==> config.mk <==
export PLATFORM = sky130hd
export DESIGN_NAME = sflash_probe
export DESIGN_NICKNAME = d
export VERILOG_FILES = /design/src/rtl/sfp_pkg.sv /design/src/rtl/sfp_byte_xfer.sv /design/src/rtl/sfp_id_match.sv /design/src/rtl/sfp_legacy_decode.sv /design/src/rtl/sflash_probe.sv
export SDC_FILE = /design/constraint.sdc
export NUM_CORES = 1
export LEC_CHECK = 0
export BUFFER_PORTS_ARGS = -buffer_cell sky130_fd_sc_hd__buf_2
export CAP_MARGIN = 20
export CORE_MARGIN = 4
export CORE_UTILIZATION = 45
export CTS_CLUSTER_DIAMETER = 100
export DETAILED_ROUTE_END_ITERATION = 10
export PLACE_DENSITY = 0.59
export SYNTH_ARGS = -nofsm -noshare
export SYNTH_HDL_FRONTEND = slang
export SYNTH_SLANG_ARGS = --single-unit
==> constraint.sdc <==
create_clock -name clk -period 3.3 [get_ports clk]
set_input_delay 0.825 -clock clk [delete_from_list [all_inputs] [get_ports clk]]
set_output_delay 0.825 -clock clk [all_outputs]
set_load 0.1 [all_outputs]
==> src/rtl/sfp_pkg.sv <==
package sfp_pkg;
   localparam int PAGES_W = 16;
   localparam int BYTES_W = 11;
   localparam int SHIFT_W = 4;

   typedef struct packed {
      logic [PAGES_W-1:0] pages;
      logic [BYTES_W-1:0] np_bytes;
      logic [SHIFT_W-1:0] np_shift;
      logic [BYTES_W-1:0] p2_bytes;
      logic [SHIFT_W-1:0] p2_shift;
      logic               dual;
   } geo_ent_t;

   typedef enum logic [1:0] {
      ERR_NONE   = 2'd0,
      ERR_ABSENT = 2'd1,
      ERR_UNSUPP = 2'd2
   } err_kind_e;

   function automatic geo_ent_t mk_ent(input int pages, input int nb, input int ns,
                                       input int pb, input int ps, input bit dual);
      geo_ent_t g;
      g.pages    = PAGES_W'(pages);
      g.np_bytes = BYTES_W'(nb);
      g.np_shift = SHIFT_W'(ns);
      g.p2_bytes = BYTES_W'(pb);
      g.p2_shift = SHIFT_W'(ps);
      g.dual     = dual;
      return g;
   endfunction
endpackage

==> src/rtl/sfp_byte_xfer.sv <==
module sfp_byte_xfer #(
   parameter int SCK_HALF = 2
) (
   input  logic       clk,
   input  logic       rst_n,
   input  logic       go,
   input  logic [7:0] tx_byte,
   input  logic       miso,
   output logic       sck,
   output logic       mosi,
   output logic       busy,
   output logic       done,
   output logic [7:0] rx_byte
);
   localparam int DIV_W = (SCK_HALF > 1) ? $clog2(SCK_HALF) : 1;

   logic [DIV_W-1:0] div_q;
   logic [2:0]       bit_q;
   logic [7:0]       tx_sh;
   logic [7:0]       rx_sh;

   assign mosi = tx_sh[7];

   always_ff @(posedge clk) begin
      if (!rst_n) begin
         div_q   <= '0;
         bit_q   <= '0;
         tx_sh   <= '0;
         rx_sh   <= '0;
         sck     <= 1'b0;
         busy    <= 1'b0;
         done    <= 1'b0;
         rx_byte <= '0;
      end else begin
         done <= 1'b0;
         if (!busy) begin
            if (go) begin
               busy  <= 1'b1;
               tx_sh <= tx_byte;
               div_q <= '0;
               bit_q <= '0;
               sck   <= 1'b0;
            end
         end else if (div_q != DIV_W'(SCK_HALF - 1)) begin
            div_q <= div_q + 1'b1;
         end else begin
            div_q <= '0;
            if (!sck) begin
               sck   <= 1'b1;
               rx_sh <= {rx_sh[6:0], miso};
            end else begin
               sck <= 1'b0;
               if (bit_q == 3'd7) begin
                  busy    <= 1'b0;
                  done    <= 1'b1;
                  rx_byte <= rx_sh;
               end else begin
                  bit_q <= bit_q + 1'b1;
                  tx_sh <= {tx_sh[6:0], 1'b0};
               end
            end
         end
      end
   end
endmodule

==> src/rtl/sfp_id_match.sv <==
module sfp_id_match
   import sfp_pkg::*;
#(
   parameter logic [7:0] MFR_CODE  = 8'h1F,
   parameter bit         EXT_ID_EN = 1'b1
) (
   input  logic [39:0] id_bytes,
   output logic        mfr_ok,
   output logic        hit,
   output geo_ent_t    ent
);
   logic     std_hit;
   geo_ent_t std_ent;
   logic     ext_hit;
   geo_ent_t ext_ent;

   assign mfr_ok = (id_bytes[39:32] == MFR_CODE);

   always_comb begin
      std_hit = 1'b1;
      std_ent = mk_ent(0, 0, 0, 0, 0, 1'b0);
      case (id_bytes[31:16])
         16'h2200: std_ent = mk_ent(512,   264, 9,  256, 8,  1'b1);
         16'h2300: std_ent = mk_ent(1024,  264, 9,  256, 8,  1'b1);
         16'h2400: std_ent = mk_ent(2048,  264, 9,  256, 8,  1'b1);
         16'h2500: std_ent = mk_ent(4096,  264, 9,  256, 8,  1'b1);
         16'h2600: std_ent = mk_ent(4096,  528, 10, 512, 9,  1'b1);
         16'h2700: std_ent = mk_ent(8192,  528, 10, 528, 10, 1'b0);
         16'h2701: std_ent = mk_ent(8192,  528, 10, 512, 9,  1'b1);
         16'h2800: std_ent = mk_ent(8192, 1056, 11, 1024, 10, 1'b1);
         default:  std_hit = 1'b0;
      endcase
      if (!mfr_ok) std_hit = 1'b0;
   end

   generate
      if (EXT_ID_EN) begin : g_ext
         assign ext_hit = mfr_ok && (id_bytes[31:0] == 32'h2800_0100);
         assign ext_ent = mk_ent(32768, 264, 9, 256, 8, 1'b1);
      end else begin : g_noext
         assign ext_hit = 1'b0;
         assign ext_ent = '0;
      end
   endgenerate

   assign hit = ext_hit | std_hit;
   assign ent = ext_hit ? ext_ent : std_ent;
endmodule

==> src/rtl/sfp_legacy_decode.sv <==
module sfp_legacy_decode
   import sfp_pkg::*;
(
   input  logic [7:0] status,
   output logic       absent,
   output logic       hit,
   output geo_ent_t   ent
);
   always_comb begin
      absent = (status == 8'h00) || (status == 8'hFF);
      hit    = 1'b1;
      ent    = mk_ent(0, 0, 0, 0, 0, 1'b0);
      case (status & 8'h3C)
         8'h0C:        ent = mk_ent(512,  264,  9,  264,  9,  1'b0);
         8'h14:        ent = mk_ent(1024, 264,  9,  264,  9,  1'b0);
         8'h1C:        ent = mk_ent(2048, 264,  9,  264,  9,  1'b0);
         8'h24:        ent = mk_ent(4096, 264,  9,  264,  9,  1'b0);
         8'h2C:        ent = mk_ent(4096, 528,  10, 528,  10, 1'b0);
         8'h34:        ent = mk_ent(8192, 528,  10, 528,  10, 1'b0);
         8'h38, 8'h3C: ent = mk_ent(8192, 1056, 11, 1056, 11, 1'b0);
         default:      hit = 1'b0;
      endcase
      if (absent) hit = 1'b0;
   end
endmodule

==> src/rtl/sflash_probe.sv <==
module sflash_probe
   import sfp_pkg::*;
#(
   parameter int         SCK_HALF  = 2,
   parameter int         CS_GAP    = 4,
   parameter bit         EXT_ID_EN = 1'b1,
   parameter logic [7:0] MFR_CODE  = 8'h1F
) (
   input  logic                clk,
   input  logic                rst_n,
   output logic                spi_sck,
   output logic                spi_cs_n,
   output logic                spi_mosi,
   input  logic                spi_miso,
   output logic                geo_valid,
   output logic                geo_err,
   output logic [1:0]          err_kind,
   output logic [PAGES_W-1:0]  page_count,
   output logic [BYTES_W-1:0]  page_bytes,
   output logic [SHIFT_W-1:0]  addr_shift,
   output logic                pow2_pages
);
   localparam int         ID_BYTES = 5;
   localparam int         GAP_W    = $clog2(CS_GAP + 1);
   localparam logic [7:0] OP_ID    = 8'h9F;
   localparam logic [7:0] OP_STAT  = 8'hD7;

   generate
      if (SCK_HALF < 1) begin : g_bad_half
         $error("SCK_HALF must be at least 1");
      end
      if (CS_GAP < 1) begin : g_bad_gap
         $error("CS_GAP must be at least 1");
      end
   endgenerate

   typedef enum logic [2:0] {
      ST_GAP_ID, ST_ID, ST_ID_EVAL, ST_GAP_ST, ST_ST, ST_ST_EVAL, ST_DONE
   } state_e;

   state_e             state;
   logic [GAP_W-1:0]   gap_q;
   logic [2:0]         byte_q;
   logic               cs_n_q;
   logic               go_q;
   logic [7:0]         tx_q;
   logic [8*ID_BYTES-1:0] id_q;
   logic [7:0]         stat_q;
   logic               legacy_q;
   geo_ent_t           ent_q;

   logic               x_busy, x_done;
   logic [7:0]         x_rx;
   logic               id_mfr_ok, id_hit;
   geo_ent_t           id_ent;
   logic               leg_absent, leg_hit;
   geo_ent_t           leg_ent;

   sfp_byte_xfer #(.SCK_HALF(SCK_HALF)) u_xfer (
      .clk(clk), .rst_n(rst_n), .go(go_q), .tx_byte(tx_q), .miso(spi_miso),
      .sck(spi_sck), .mosi(spi_mosi), .busy(x_busy), .done(x_done), .rx_byte(x_rx)
   );

   sfp_id_match #(.MFR_CODE(MFR_CODE), .EXT_ID_EN(EXT_ID_EN)) u_idm (
      .id_bytes(id_q), .mfr_ok(id_mfr_ok), .hit(id_hit), .ent(id_ent)
   );

   sfp_legacy_decode u_leg (
      .status(stat_q), .absent(leg_absent), .hit(leg_hit), .ent(leg_ent)
   );

   assign spi_cs_n = cs_n_q;

   always_ff @(posedge clk) begin
      if (!rst_n) begin
         state      <= ST_GAP_ID;
         gap_q      <= '0;
         byte_q     <= '0;
         cs_n_q     <= 1'b1;
         go_q       <= 1'b0;
         tx_q       <= '0;
         id_q       <= '0;
         stat_q     <= '0;
         legacy_q   <= 1'b0;
         ent_q      <= '0;
         geo_valid  <= 1'b0;
         geo_err    <= 1'b0;
         err_kind   <= ERR_NONE;
         page_count <= '0;
         page_bytes <= '0;
         addr_shift <= '0;
         pow2_pages <= 1'b0;
      end else begin
         go_q      <= 1'b0;
         geo_valid <= 1'b0;
         geo_err   <= 1'b0;
         case (state)
            ST_GAP_ID: begin
               if (gap_q == GAP_W'(CS_GAP - 1)) begin
                  cs_n_q <= 1'b0;
                  go_q   <= 1'b1;
                  tx_q   <= OP_ID;
                  byte_q <= '0;
                  state  <= ST_ID;
               end else begin
                  gap_q <= gap_q + 1'b1;
               end
            end
            ST_ID: begin
               if (x_done && !x_busy) begin
                  if (byte_q != 3'd0) id_q <= {id_q[8*ID_BYTES-9:0], x_rx};
                  if (byte_q == 3'(ID_BYTES)) begin
                     cs_n_q <= 1'b1;
                     state  <= ST_ID_EVAL;
                  end else begin
                     go_q   <= 1'b1;
                     tx_q   <= 8'h00;
                     byte_q <= byte_q + 1'b1;
                  end
               end
            end
            ST_ID_EVAL: begin
               gap_q <= '0;
               if (!id_mfr_ok) begin
                  legacy_q <= 1'b1;
                  state    <= ST_GAP_ST;
               end else if (!id_hit) begin
                  geo_err  <= 1'b1;
                  err_kind <= ERR_UNSUPP;
                  state    <= ST_DONE;
               end else if (id_ent.dual) begin
                  legacy_q <= 1'b0;
                  ent_q    <= id_ent;
                  state    <= ST_GAP_ST;
               end else begin
                  geo_valid  <= 1'b1;
                  err_kind   <= ERR_NONE;
                  page_count <= id_ent.pages;
                  page_bytes <= id_ent.np_bytes;
                  addr_shift <= id_ent.np_shift;
                  pow2_pages <= 1'b0;
                  state      <= ST_DONE;
               end
            end
            ST_GAP_ST: begin
               if (gap_q == GAP_W'(CS_GAP - 1)) begin
                  cs_n_q <= 1'b0;
                  go_q   <= 1'b1;
                  tx_q   <= OP_STAT;
                  byte_q <= '0;
                  state  <= ST_ST;
               end else begin
                  gap_q <= gap_q + 1'b1;
               end
            end
            ST_ST: begin
               if (x_done && !x_busy) begin
                  if (byte_q == 3'd0) begin
                     go_q   <= 1'b1;
                     tx_q   <= 8'h00;
                     byte_q <= 3'd1;
                  end else begin
                     stat_q <= x_rx;
                     cs_n_q <= 1'b1;
                     state  <= ST_ST_EVAL;
                  end
               end
            end
            ST_ST_EVAL: begin
               state <= ST_DONE;
               if (legacy_q) begin
                  if (leg_absent) begin
                     geo_err  <= 1'b1;
                     err_kind <= ERR_ABSENT;
                  end else if (!leg_hit) begin
                     geo_err  <= 1'b1;
                     err_kind <= ERR_UNSUPP;
                  end else begin
                     geo_valid  <= 1'b1;
                     err_kind   <= ERR_NONE;
                     page_count <= leg_ent.pages;
                     page_bytes <= leg_ent.np_bytes;
                     addr_shift <= leg_ent.np_shift;
                     pow2_pages <= 1'b0;
                  end
               end else begin
                  geo_valid  <= 1'b1;
                  err_kind   <= ERR_NONE;
                  page_count <= ent_q.pages;
                  if (stat_q[0]) begin
                     page_bytes <= ent_q.p2_bytes;
                     addr_shift <= ent_q.p2_shift;
                     pow2_pages <= 1'b1;
                  end else begin
                     page_bytes <= ent_q.np_bytes;
                     addr_shift <= ent_q.np_shift;
                     pow2_pages <= 1'b0;
                  end
               end
            end
            default: state <= ST_DONE;
         endcase
      end
   end
endmodule

==> summary.md, run 1 <==
| Metric | Value |
|---|---|
| Crit Path Max Fanout | `17` |
| N_diodes | `0` |
| CTS tree | `yes` |
| Critical path type | `reg2reg` |
| Vias per cell | `5.49` |
| Total Wirelength | `13400 um` |
| Synth warn | `0` |
| Final setup violation count | `0` |
| Pre-CTS setup slack | `0.671 ns` |
| Post-DP HPWL | `9100 um` |
| Layout cell share with drive strength beyond 1 | `11.1%` |
| Most frequent cell after synthesis | `nand2_1` |
| Final ANT Viol Nets | `0` |
| Synthesized cell area | `5820 um^2` |
| Final hold violations | `0` |
| FMAX | `380 MHz` |
| Initial Util | `46.1%` |
| Crit-path cells | `or4_4 > or3_1 > or3b_4 > o21ai_4 > o221a_2` |
| DIE WIDTH | `122 um` |
| EDFF count, synth | `0` |
| Fin cells | `903` |
| Layout filler cell count | `1225` |
| DP Area | `5980 um^2` |
| Clk root buf | `clkbuf_16` |
| Hold_buf cts | `0` |
| Cell leakage power | `2.36 nW` |
| Seq pwr share | `42.9%` |
| Crit share post-route | `79.8%` |
| Clock Skew | `0.00687 ns` |
| DR pass1 iterations | `5` |
| Worst-Margin Slew | `0.865 ns` |
| Worst vdd ir | `0.394 mV` |
| Iteration-0 DRC Markers | `387` |
| Power share of the combinational group | `8.9%` |
| Area growth syn-to-layout | `12.8%` |
| Max H-tree Level | `4` |
| HP Class | `reg2reg` |
| DIE HEIGHT | `122 um` |
| CP top delay family | `simple AND/OR/NAND/NOR gates` |
| Synth top area cells | `dfxtp_1 (44%), nand2_1 (10%), a21oi_1 (8.0%)` |
| Clk buf depth | `2` |
| Site row count | `41` |
| Synth area leader | `dfxtp_1` |
| Largest net degree at the start of global routing | `46` |
| Maxcap violations | `0` |
| Clock share of power | `48.2%` |
| Setup bufs post-CTS | `0` |
| Reg clk slew, reported paths | `0.06 ns` |
| Clk_lat worst skew | `0.41 ns` |
| Tot Pwr | `3.85 mW` |
| GRT Total Usage | `19.1%` |
| Grt ovf | `0` |
| CP max-delay cell | `or4_4` |
| Setup repair after global routing missed its margin | `no` |
| Commonest cells post-synth | `nand2_1 (157), dfxtp_1 (129), a21oi_1 (93)` |
| # DRC | `0` |
| Io pins | `42` |
| Main synth FF type | `dfxtp_1` |
| Area taken by multi-input logic gates | `2910 um^2` |
| Status | `finished clean` |
| Syn_area_per_cell | `8.10 um^2` |
| Fin area | `6570 um^2` |
| Synth top area share | `44.4%` |
| Post-synthesis sequential area ratio | `44.4%` |
| Post-synth ARST share | `0%` |
| First-pass GRT wire length | `22400 um` |
| Area of the die | `14800 um^2` |
| Worst Setup End Kind | `flip-flop` |
| WP buf/inv | `0` |
| Dpl cells | `873` |
| Cell count after synthesis | `719` |
| Final nets | `730` |
| Final GP Congestion | `0.836` |
| Minimum period implied by the final worst setup slack | `2.63 ns` |
| Worst EP required | `3.66 ns` |
| Sw Share | `24.4%` |
| Pwr dens | `586 nW/um^2` |
| Slew Viols, Final | `0` |
| Sink Count | `129` |
| CP Data Arrival Time | `2.99 ns` |
| Post-cts resize count | `0` |
| Setup WS post-layout | `0.667 ns` |
| CTS buffer count | `17` |
| Distinct cell type count after synthesis | `67` |
| Port-buffer cells | `25` |
| Net Sw Power | `0.938 mW` |
| Worst slew margin | `42.3%` |
| Crit path launch type | `flip-flop` |
| Wire per inst | `14.8 um` |
| #FFs+latches synth | `129` |
| Initial antenna violation count | `0` |
| Vias in the first global route | `4719` |
| CP peak stage delay | `0.57 ns` |
| Cell Int Power | `2.91 mW` |
| Core ar. | `12600 um^2` |
| Setup TNS | `0 ns` |
| Via Count | `4954` |
| Register Area | `2580 um^2` |
==> worst paths after layout <==
| kind | startpoint | end | slack [ns] | cells after the start |
|---|---|---|---|---|
| worst max-delay path | id_q[23] | addr_shift[1] | 0.67 | 5 |
| worst min-delay path | ent_q[9] | ent_q[9] | 0.44 | 2 |
| worst max register to register | id_q[23] | addr_shift[1] | 0.67 | 5 |
| worst min register to register | ent_q[9] | ent_q[9] | 0.44 | 2 |
==> metal layers <==
layer  track usage [%]  vias up  part of all wire (%)
met1              24.2     2328                    49
met5                 0        -                     0
li1                  -     2483                     -
met4              8.40        0                   2.2
met2              30.6      116                    46
met3              4.97       27                   3.4
==> power groups by stage <==
stage	combinational [mW]	sequential (mW)	clock, mW
6_report	0.342	1.65	1.86
4_1_cts	0.340	1.65	1.89
3_5_place_dp	0.339	1.68	0
3_3_place_gp	0.331	1.68	0
5_1_grt	0.373	1.66	1.97
2_1_floorplan	0.312	1.67	0
==> registers in the layout, indices dropped and copies added (netlist names), 2 cells and up <==
register	flops
byte_q	3
u_xfer.rx_byte	8
u_xfer.rx_sh	8
err_kind	2
page_bytes	6
u_xfer.bit_q	3
state	3
u_xfer.tx_sh	8
tx_q	3
id_q	40
stat_q	8
ent_q	15
gap_q	3
page_count	6
addr_shift	3
==> placed cells by master, fill, tap and decap left out, drive strengths merged, types with 7 or more instances in the layout <==
master,instances
o21ai,26
nor4,9
nand2,157
mux2i,20
a21oi,93
buf,35
ha,7
dfxtp,129
conb,16
clkbuf,25
inv,15
nand4,8
nor3,10
nor2,39
nand3,13
and2,7
o22ai,7
==> per-stage QoR <==
stage	utilization (%)	hold slack, ns
5_1_grt	52.0	0.468
4_1_cts	52.0	0.445
3_3_place_gp	47.4	0.432
6_report	52.0	0.442
2_1_floorplan	-	0.406
3_5_place_dp	47.4	0.436
==> layout make-up <==
type / instances / share of cell area (%)
clock buffers: 25 / 7.85
clock inverters: 5 / 1.14
inverters: 15 / 0.857
multi-input cells: 522 / 44.3
flip-flops and latches: 129 / 39.3
well taps: 172 / 3.28
repair buffers: 35 / 3.24
==> tightest hold or removal path: cells and delay by family, from the launching register on <==
kind / cells / cell delay, ns
and+or+nand+nor: 2 / 0.08
DFF: 1 / 0.31
==> cell families after synthesis <==
| kind of cell | synth area share [%] |
|---|---|
| compound gates | 18.8 |
| fa+ha+maj | 1.50 |
| xor+xnor | 0.903 |
| buf+inv | 6.71 |
| flops | 44.4 |
| other cells | 0.0644 |
| simple gates | 23.6 |
| mux | 4.02 |
Note: power is estimated with default switching activity, not from simulation.
==> run 2: changes to the inputs <==
- PLACE_DENSITY: 0.59 -> 0.62
- clock period: 3.3 -> 2.3 ns (I/O delays scaled with it)
==> summary.md, run 2 (same netlist as run 1, synthesis figures left out) <==
| Metric | Value |
|---|---|
| DR pass1 iterations | `5` |
| Worst vdd ir | `0.452 mV` |
| Maxcap violations | `0` |
| Crit path launch type | `flip-flop` |
| Pwr dens | `809 nW/um^2` |
| Vias per cell | `5.43` |
| Via Count | `5113` |
| Largest register FFs | `40` |
| Grt ovf | `0` |
| Worst Setup End Kind | `flip-flop` |
| Wire per inst | `14.9 um` |
| CP Data Arrival Time | `2.65 ns` |
| Commonest non-fill, non-tap cell in the layout | `nand2_1` |
| Final GP Congestion | `0.860` |
| Most flop-heavy register | `id_q` |
| Io pins | `42` |
| Sw Share | `25.1%` |
| First-pass GRT wire length | `22800 um` |
| Setup WS post-layout | `-0.0179 ns` |
| CTS buffer count | `17` |
| Final nets | `767` |
| CTS tree | `yes` |
| FMAX | `431 MHz` |
| Clock share of power | `48.5%` |
| Initial Util | `46.1%` |
| Cell leakage power | `2.57 nW` |
| Post-DP HPWL | `9550 um` |
| Final hold violations | `0` |
| Clk root buf | `clkbuf_16` |
| N_diodes | `0` |
| Crit Path Max Fanout | `17` |
| GRT Total Usage | `19.1%` |
| Setup repair after global routing missed its margin | `yes` |
| Worst slew margin | `41.8%` |
| Failing checks | `setup timing` |
| WHS Path Cells | `3` |
| Worst-Margin Slew | `0.873 ns` |
| Port-buffer cells | `25` |
| Final ANT Viol Nets | `0` |
| Cell Int Power | `4.22 mW` |
| Cell count of the worst reg-to-reg path | `6` |
| Area growth syn-to-layout | `19.6%` |
| Clock Skew | `0.00939 ns` |
| Final setup violation count | `1` |
| Critical path type | `reg2reg` |
| Setup bufs post-CTS | `0` |
| Status | `finished with violations` |
| Fin util | `55.1%` |
| Initial antenna violation count | `0` |
| Iteration-0 DRC Markers | `548` |
| DIE WIDTH | `122 um` |
| Core ar. | `12600 um^2` |
| Minimum period implied by the final worst setup slack | `2.32 ns` |
| Max H-tree Level | `4` |
| Top Registers | `id_q (40), ent_q (15)` |
| Reg clk slew, reported paths | `0.06 ns` |
| HP Class | `in2reg` |
| Clk buf depth | `2` |
| Clk_lat worst skew | `0.41 ns` |
| Crit share post-route | `101%` |
| Hold WS | `0.403 ns` |
| Worst EP required | `2.64 ns` |
| Total Wirelength | `14000 um` |
| Net Sw Power | `1.41 mW` |
| DIE HEIGHT | `122 um` |
| Area of the die | `14800 um^2` |
| Power share of the combinational group | `9.5%` |
| Largest net degree at the start of global routing | `69` |
| Seq pwr share | `41.9%` |
| Layout cell share with drive strength beyond 1 | `17.1%` |
| Sink Count | `129` |
| Vias in the first global route | `4713` |
| Leading cell types in the layout, fill and taps excluded | `nand2_1 (157), dfxtp_1 (127), a21oi_1 (93), buf_4 (43), nor2_1 (39)` |
| # DRC | `0` |
| Site row count | `41` |
| Slew Viols, Final | `0` |
[run 2: cell count changes in the layout (fill, tap and decap cells not counted), sizes merged]
cell,previous run,this run
clkinv,3,2
buf,35,72
clkbuf,25,24
clkinvlp,0,4
[run 2: what timing repair did]
action / in CTS / in global routing
hold buffers: 0 / 0
pin swaps: 0 / 3
resized for setup: 4 / 11
hold endpoints to repair: 0 / 0
setup endpoints to repair: 10 / 13
[run 2: power groups by stage]
stage	sequential [mW]	combinational [mW]	clock, mW
2_1_floorplan	2.40	0.448	0
5_1_grt	2.37	0.582	2.87
3_3_place_gp	2.40	0.514	0
4_1_cts	2.36	0.538	2.77
3_5_place_dp	2.40	0.534	0
6_report	2.36	0.537	2.73
[run 2: final cells by class]
| cell class | instances | area [um^2] |
|---|---|---|
| clock buffers | 24 | 512 |
| clock inverters | 8 | 100 |
| fillers | 1171 | 5660 |
| inverters | 15 | 56.3 |
| multi-input cells | 522 | 2970 |
| flip-flops and latches | 129 | 2580 |
| well taps | 172 | 215 |
| repair buffers | 72 | 519 |
[run 2: critical path: stages (launching register included)]
cell,delay [ns]
dfxtp_1,0.31
or4_4,0.55
or3_4,0.44
or3b_4,0.41
o21ai_4,0.16
buf_12,0.17
mux2i_2,0.20
[run 2: layer usage]
metal | part of all wire [%] | GRT usage [%] | up-vias | routed length [um]
met1 | 47 | 24.9 | 2368 | 6510
met4 | 2.2 | 7.21 | 0 | 306
met2 | 46 | 30.7 | 158 | 6410
met3 | 5.4 | 4.78 | 32 | 761
li1 | - | - | 2555 | -
met5 | 0 | 0 | - | 0
[run 2: per-stage QoR]
| stage | cells | setup WS (ns) | TNS [ns] | power (mW) | cell area, um^2 |
|---|---|---|---|---|---|
| 2_1_floorplan | 734 | -0.0959 | -0.960 | 2.85 | 5880 |
| 3_3_place_gp | 910 | -0.00306 | -0.00306 | 2.91 | 6280 |
| 3_5_place_dp | 910 | -0.0527 | -0.0620 | 2.94 | 6280 |
| 4_1_cts | 942 | 0.0113 | 0 | 5.67 | 6910 |
| 5_1_grt | 942 | -0.0725 | -0.344 | 5.82 | 6960 |
| 6_report | 942 | -0.0179 | -0.0179 | 5.63 | 6960 |
[run 2: worst paths after layout]
path | from | endpoint | slack [ns]
worst max-delay path | id_q[18] | page_bytes[9] | -0.02
worst min-delay path | spi_miso | u_xfer.rx_sh[0] | 0.40
worst max register to register | id_q[18] | page_bytes[9] | -0.02
worst min register to register | u_xfer.tx_sh[5] | u_xfer.tx_sh[5] | 0.45
==> run 3: changes to the inputs <==
--- a/config.mk
+++ b/config.mk
@@ -6,4 +6,5 @@
 export NUM_CORES = 1
 export LEC_CHECK = 0
+export ABC_AREA = 1
 export BUFFER_PORTS_ARGS = -buffer_cell sky130_fd_sc_hd__buf_2
 export CAP_MARGIN = 20
==> constraint.sdc (replaced) <==
create_clock -name clk -period 2.3 [get_ports clk]
set_input_delay 0.575 -clock clk [delete_from_list [all_inputs] [get_ports clk]]
set_output_delay 0.575 -clock clk [all_outputs]
set_load 0.01 [all_outputs]
==> summary.md, run 3 <==
| Metric | Value |
|---|---|
| Top Registers | `id_q (40), ent_q (15)` |
| Critical path type | `reg2reg` |
| Setup repair after global routing missed its margin | `no` |
| CP dominant cell by count | `nand2_1` |
| CP peak stage delay | `0.31 ns` |
| Layout cell share with drive strength beyond 1 | `13.1%` |
| First-pass GRT wire length | `22000 um` |
| Largest family of logic cells by synthesized area | `simple AND/OR/NAND/NOR gates` |
| XOR/XNOR Fraction of Synth Area | `0%` |
| Final ANT Viol Nets | `0` |
| Maxcap violations | `0` |
| Final hold violations | `0` |
| Clock Skew | `0.00653 ns` |
| Slew Viols, Final | `0` |
| Distinct cell type count after synthesis | `41` |
| Iteration-0 DRC Markers | `283` |
| DIE WIDTH | `122 um` |
| Most flop-heavy register | `id_q` |
| Vias in the first global route | `4668` |
| Grt ovf | `0` |
| CTS tree | `yes` |
| WHS Path Cells | `3` |
| Worst vdd ir | `0.483 mV` |
| CTS buffer count | `17` |
| Sw Share | `24.2%` |
| Via Count | `5077` |
| Worst slew margin | `64.1%` |
| Synth top area cells | `dfxtp_1 (44%), nand2_1 (8.7%), a21oi_1 (7.6%)` |
| Pwr dens | `844 nW/um^2` |
| CP Data Arrival Time | `2.33 ns` |
| Reg clk slew, reported paths | `0.06 ns` |
| Net Sw Power | `1.38 mW` |
| Final setup violation count | `0` |
| Clock share of power | `48.8%` |
| Final nets | `847` |
| Wire per inst | `12.7 um` |
| Clk buf depth | `2` |
| Syn_area_per_cell | `7.24 um^2` |
| Largest net degree at the start of global routing | `84` |
| Minimum period implied by the final worst setup slack | `2.02 ns` |
| Cell Int Power | `4.31 mW` |
| FMAX | `496 MHz` |
| #FFs+latches synth | `129` |
| Crit share post-route | `87.6%` |
| Final GP Congestion | `0.918` |
| Vias per cell | `4.97` |
| Crit Path Max Fanout | `6` |
| Site row count | `41` |
| Hold WS | `0.397 ns` |
| Cell count after synthesis | `813` |
| N_diodes | `0` |
| Post-synth ARST share | `0%` |
| Synth area leader | `dfxtp_1` |
| Setup WS post-layout | `0.285 ns` |
| Worst Hold Path EP | `u_xfer.rx_sh[0]` |
| Sink Count | `129` |
| Adder-cell share of the synthesized area | `1.49%` |
| Power share of the combinational group | `8.8%` |
| WP buf/inv | `2` |
| DP Area | `6110 um^2` |
| Crit path launch | `id_q[37]` |
| Mux cell area share after synthesis | `0%` |
| Most frequent cell after synthesis | `nand2_1` |
| Worst EP required | `2.61 ns` |
| Seq pwr share | `42.3%` |
| Initial Util | `46.3%` |
| Crit path launch type | `flip-flop` |
| Fin area | `6750 um^2` |
| CP top delay family | `simple AND/OR/NAND/NOR gates` |
| HP Class | `in2reg` |
| Area of the die | `15000 um^2` |
| Tot Pwr | `5.69 mW` |
| Main synth FF type | `dfxtp_1` |
| R2r setup slk | `0.28 ns` |
| Commonest non-fill, non-tap cell in the layout | `nand2_1` |
| DIE HEIGHT | `122 um` |
| Port-buffer cells | `25` |
| Io pins | `42` |
| Initial antenna violation count | `0` |
| Max H-tree Level | `4` |
| Worst Setup End Kind | `flip-flop` |
| Worst-Margin Slew | `0.534 ns` |
| FF-to-FF End | `err_kind[1]` |
| Pre-CTS setup slack | `0.266 ns` |
| GRT Total Usage | `18.4%` |
| Crit-path cells | `inv_1 > nand2_1 > nor3_1 > nand4_1 > inv_1 > nand3_1 > nand2_1 > nand3_2 > nand2_1 > nand2_1 > nand2_1 > nor2_1` |
| DR pass1 iterations | `5` |
| Simple-Gate Fraction of Synth Area | `25.5%` |
| Synth warn | `0` |
| Clk root buf | `clkbuf_16` |
| Clk_lat worst skew | `0.42 ns` |
| Cell leakage power | `2.79 nW` |
| Synthesized cell area | `5890 um^2` |
| Commonest cells post-synth | `nand2_1 (137), dfxtp_1 (129), nor2_1 (116)` |
| Core ar. | `12700 um^2` |
| Setup TNS | `0 ns` |
| Leading cell types in the layout, fill and taps excluded | `nand2_1 (137), dfxtp_1 (129), nor2_1 (115), inv_1 (91), a21oi_1 (89)` |
| Post-synthesis sequential area ratio | `43.9%` |
| Post-DP HPWL | `9080 um` |
| Cell count of the worst reg-to-reg path | `12` |
| Area growth syn-to-layout | `14.6%` |
| CP max-delay cell | `dfxtp_1` |
| Synth top area share | `43.9%` |
| Reg2Reg Launch Point | `id_q[37]` |
| Compound-gate portion of the synthesized area | `17.9%` |
| EDFF count, synth | `0` |
| # DRC | `0` |
| Hold path startpoint | `spi_miso` |
| Status | `finished clean` |
| Total Wirelength | `13000 um` |
| Hold_buf cts | `0` |
| Largest register FFs | `40` |
==> run 3: kinds of logic after synthesis <==
group           Yosys count
compound gates          197
fa+ha+maj                 7
buf+inv                 146
flops                   129
other cells               1
simple gates            333
==> run 3: metal layers <==
metal | up-vias | GRT usage (%) | part of all wire (%)
met1 | 2287 | 23.9 | 47
met2 | 103 | 28.9 | 45
met5 | - | 0 | 0
met4 | 0 | 8.47 | 2.6
met3 | 26 | 4.70 | 4.5
li1 | 2661 | - | -
==> run 3: worst max-delay path by stage <==
stage          slack [ns]  cells after the start              to
6_report             0.28                     12     err_kind[1]
2_1_floorplan        0.68                     13       ent_q[29]
3_5_place_dp         0.27                     10   addr_shift[1]
5_1_grt              0.07                     14  page_count[13]
4_1_cts              0.26                     10   addr_shift[1]
3_3_place_gp         0.28                     10   addr_shift[1]
==> run 3: worst min-delay path, delay by kind of cell <==
family	cells	cell delay [ns]
buffers and inverters	1	0.07
AND/OR/NAND/NOR	2	0.12
==> run 3: timing repair <==
item	4_1_cts	5_1_grt
setup endpoints to repair	0	3
buffers inserted	0	2
resized for setup	0	1
hold endpoints to repair	0	0
==> run 3: metrics by stage <==
| stage | util [%] | std cells |
|---|---|---|
| 2_1_floorplan | - | 828 |
| 3_3_place_gp | 48.1 | 988 |
| 3_5_place_dp | 48.1 | 988 |
| 4_1_cts | 52.9 | 1020 |
| 5_1_grt | 53.0 | 1022 |
| 6_report | 53.0 | 1022 |
==> run 3: area by class of cell <==
type | instances | area [um^2]
clock buffers | 22 | 484
inverters | 97 | 368
fillers | 1280 | 5970
multi-input cells | 553 | 2710
well taps | 172 | 215
repair buffers | 39 | 255
clock inverters | 10 | 131
flip-flops and latches | 129 | 2580
==> run 3: power by group through the flow <==
stage          Sequential [mW]  Combinational, mW  Clock (mW)
2_1_floorplan             2.42              0.417           0
3_3_place_gp              2.45              0.464           0
3_5_place_dp              2.45              0.482           0
4_1_cts                   2.41              0.484        2.83
5_1_grt                   2.42              0.586        2.94
6_report                  2.41              0.503        2.78
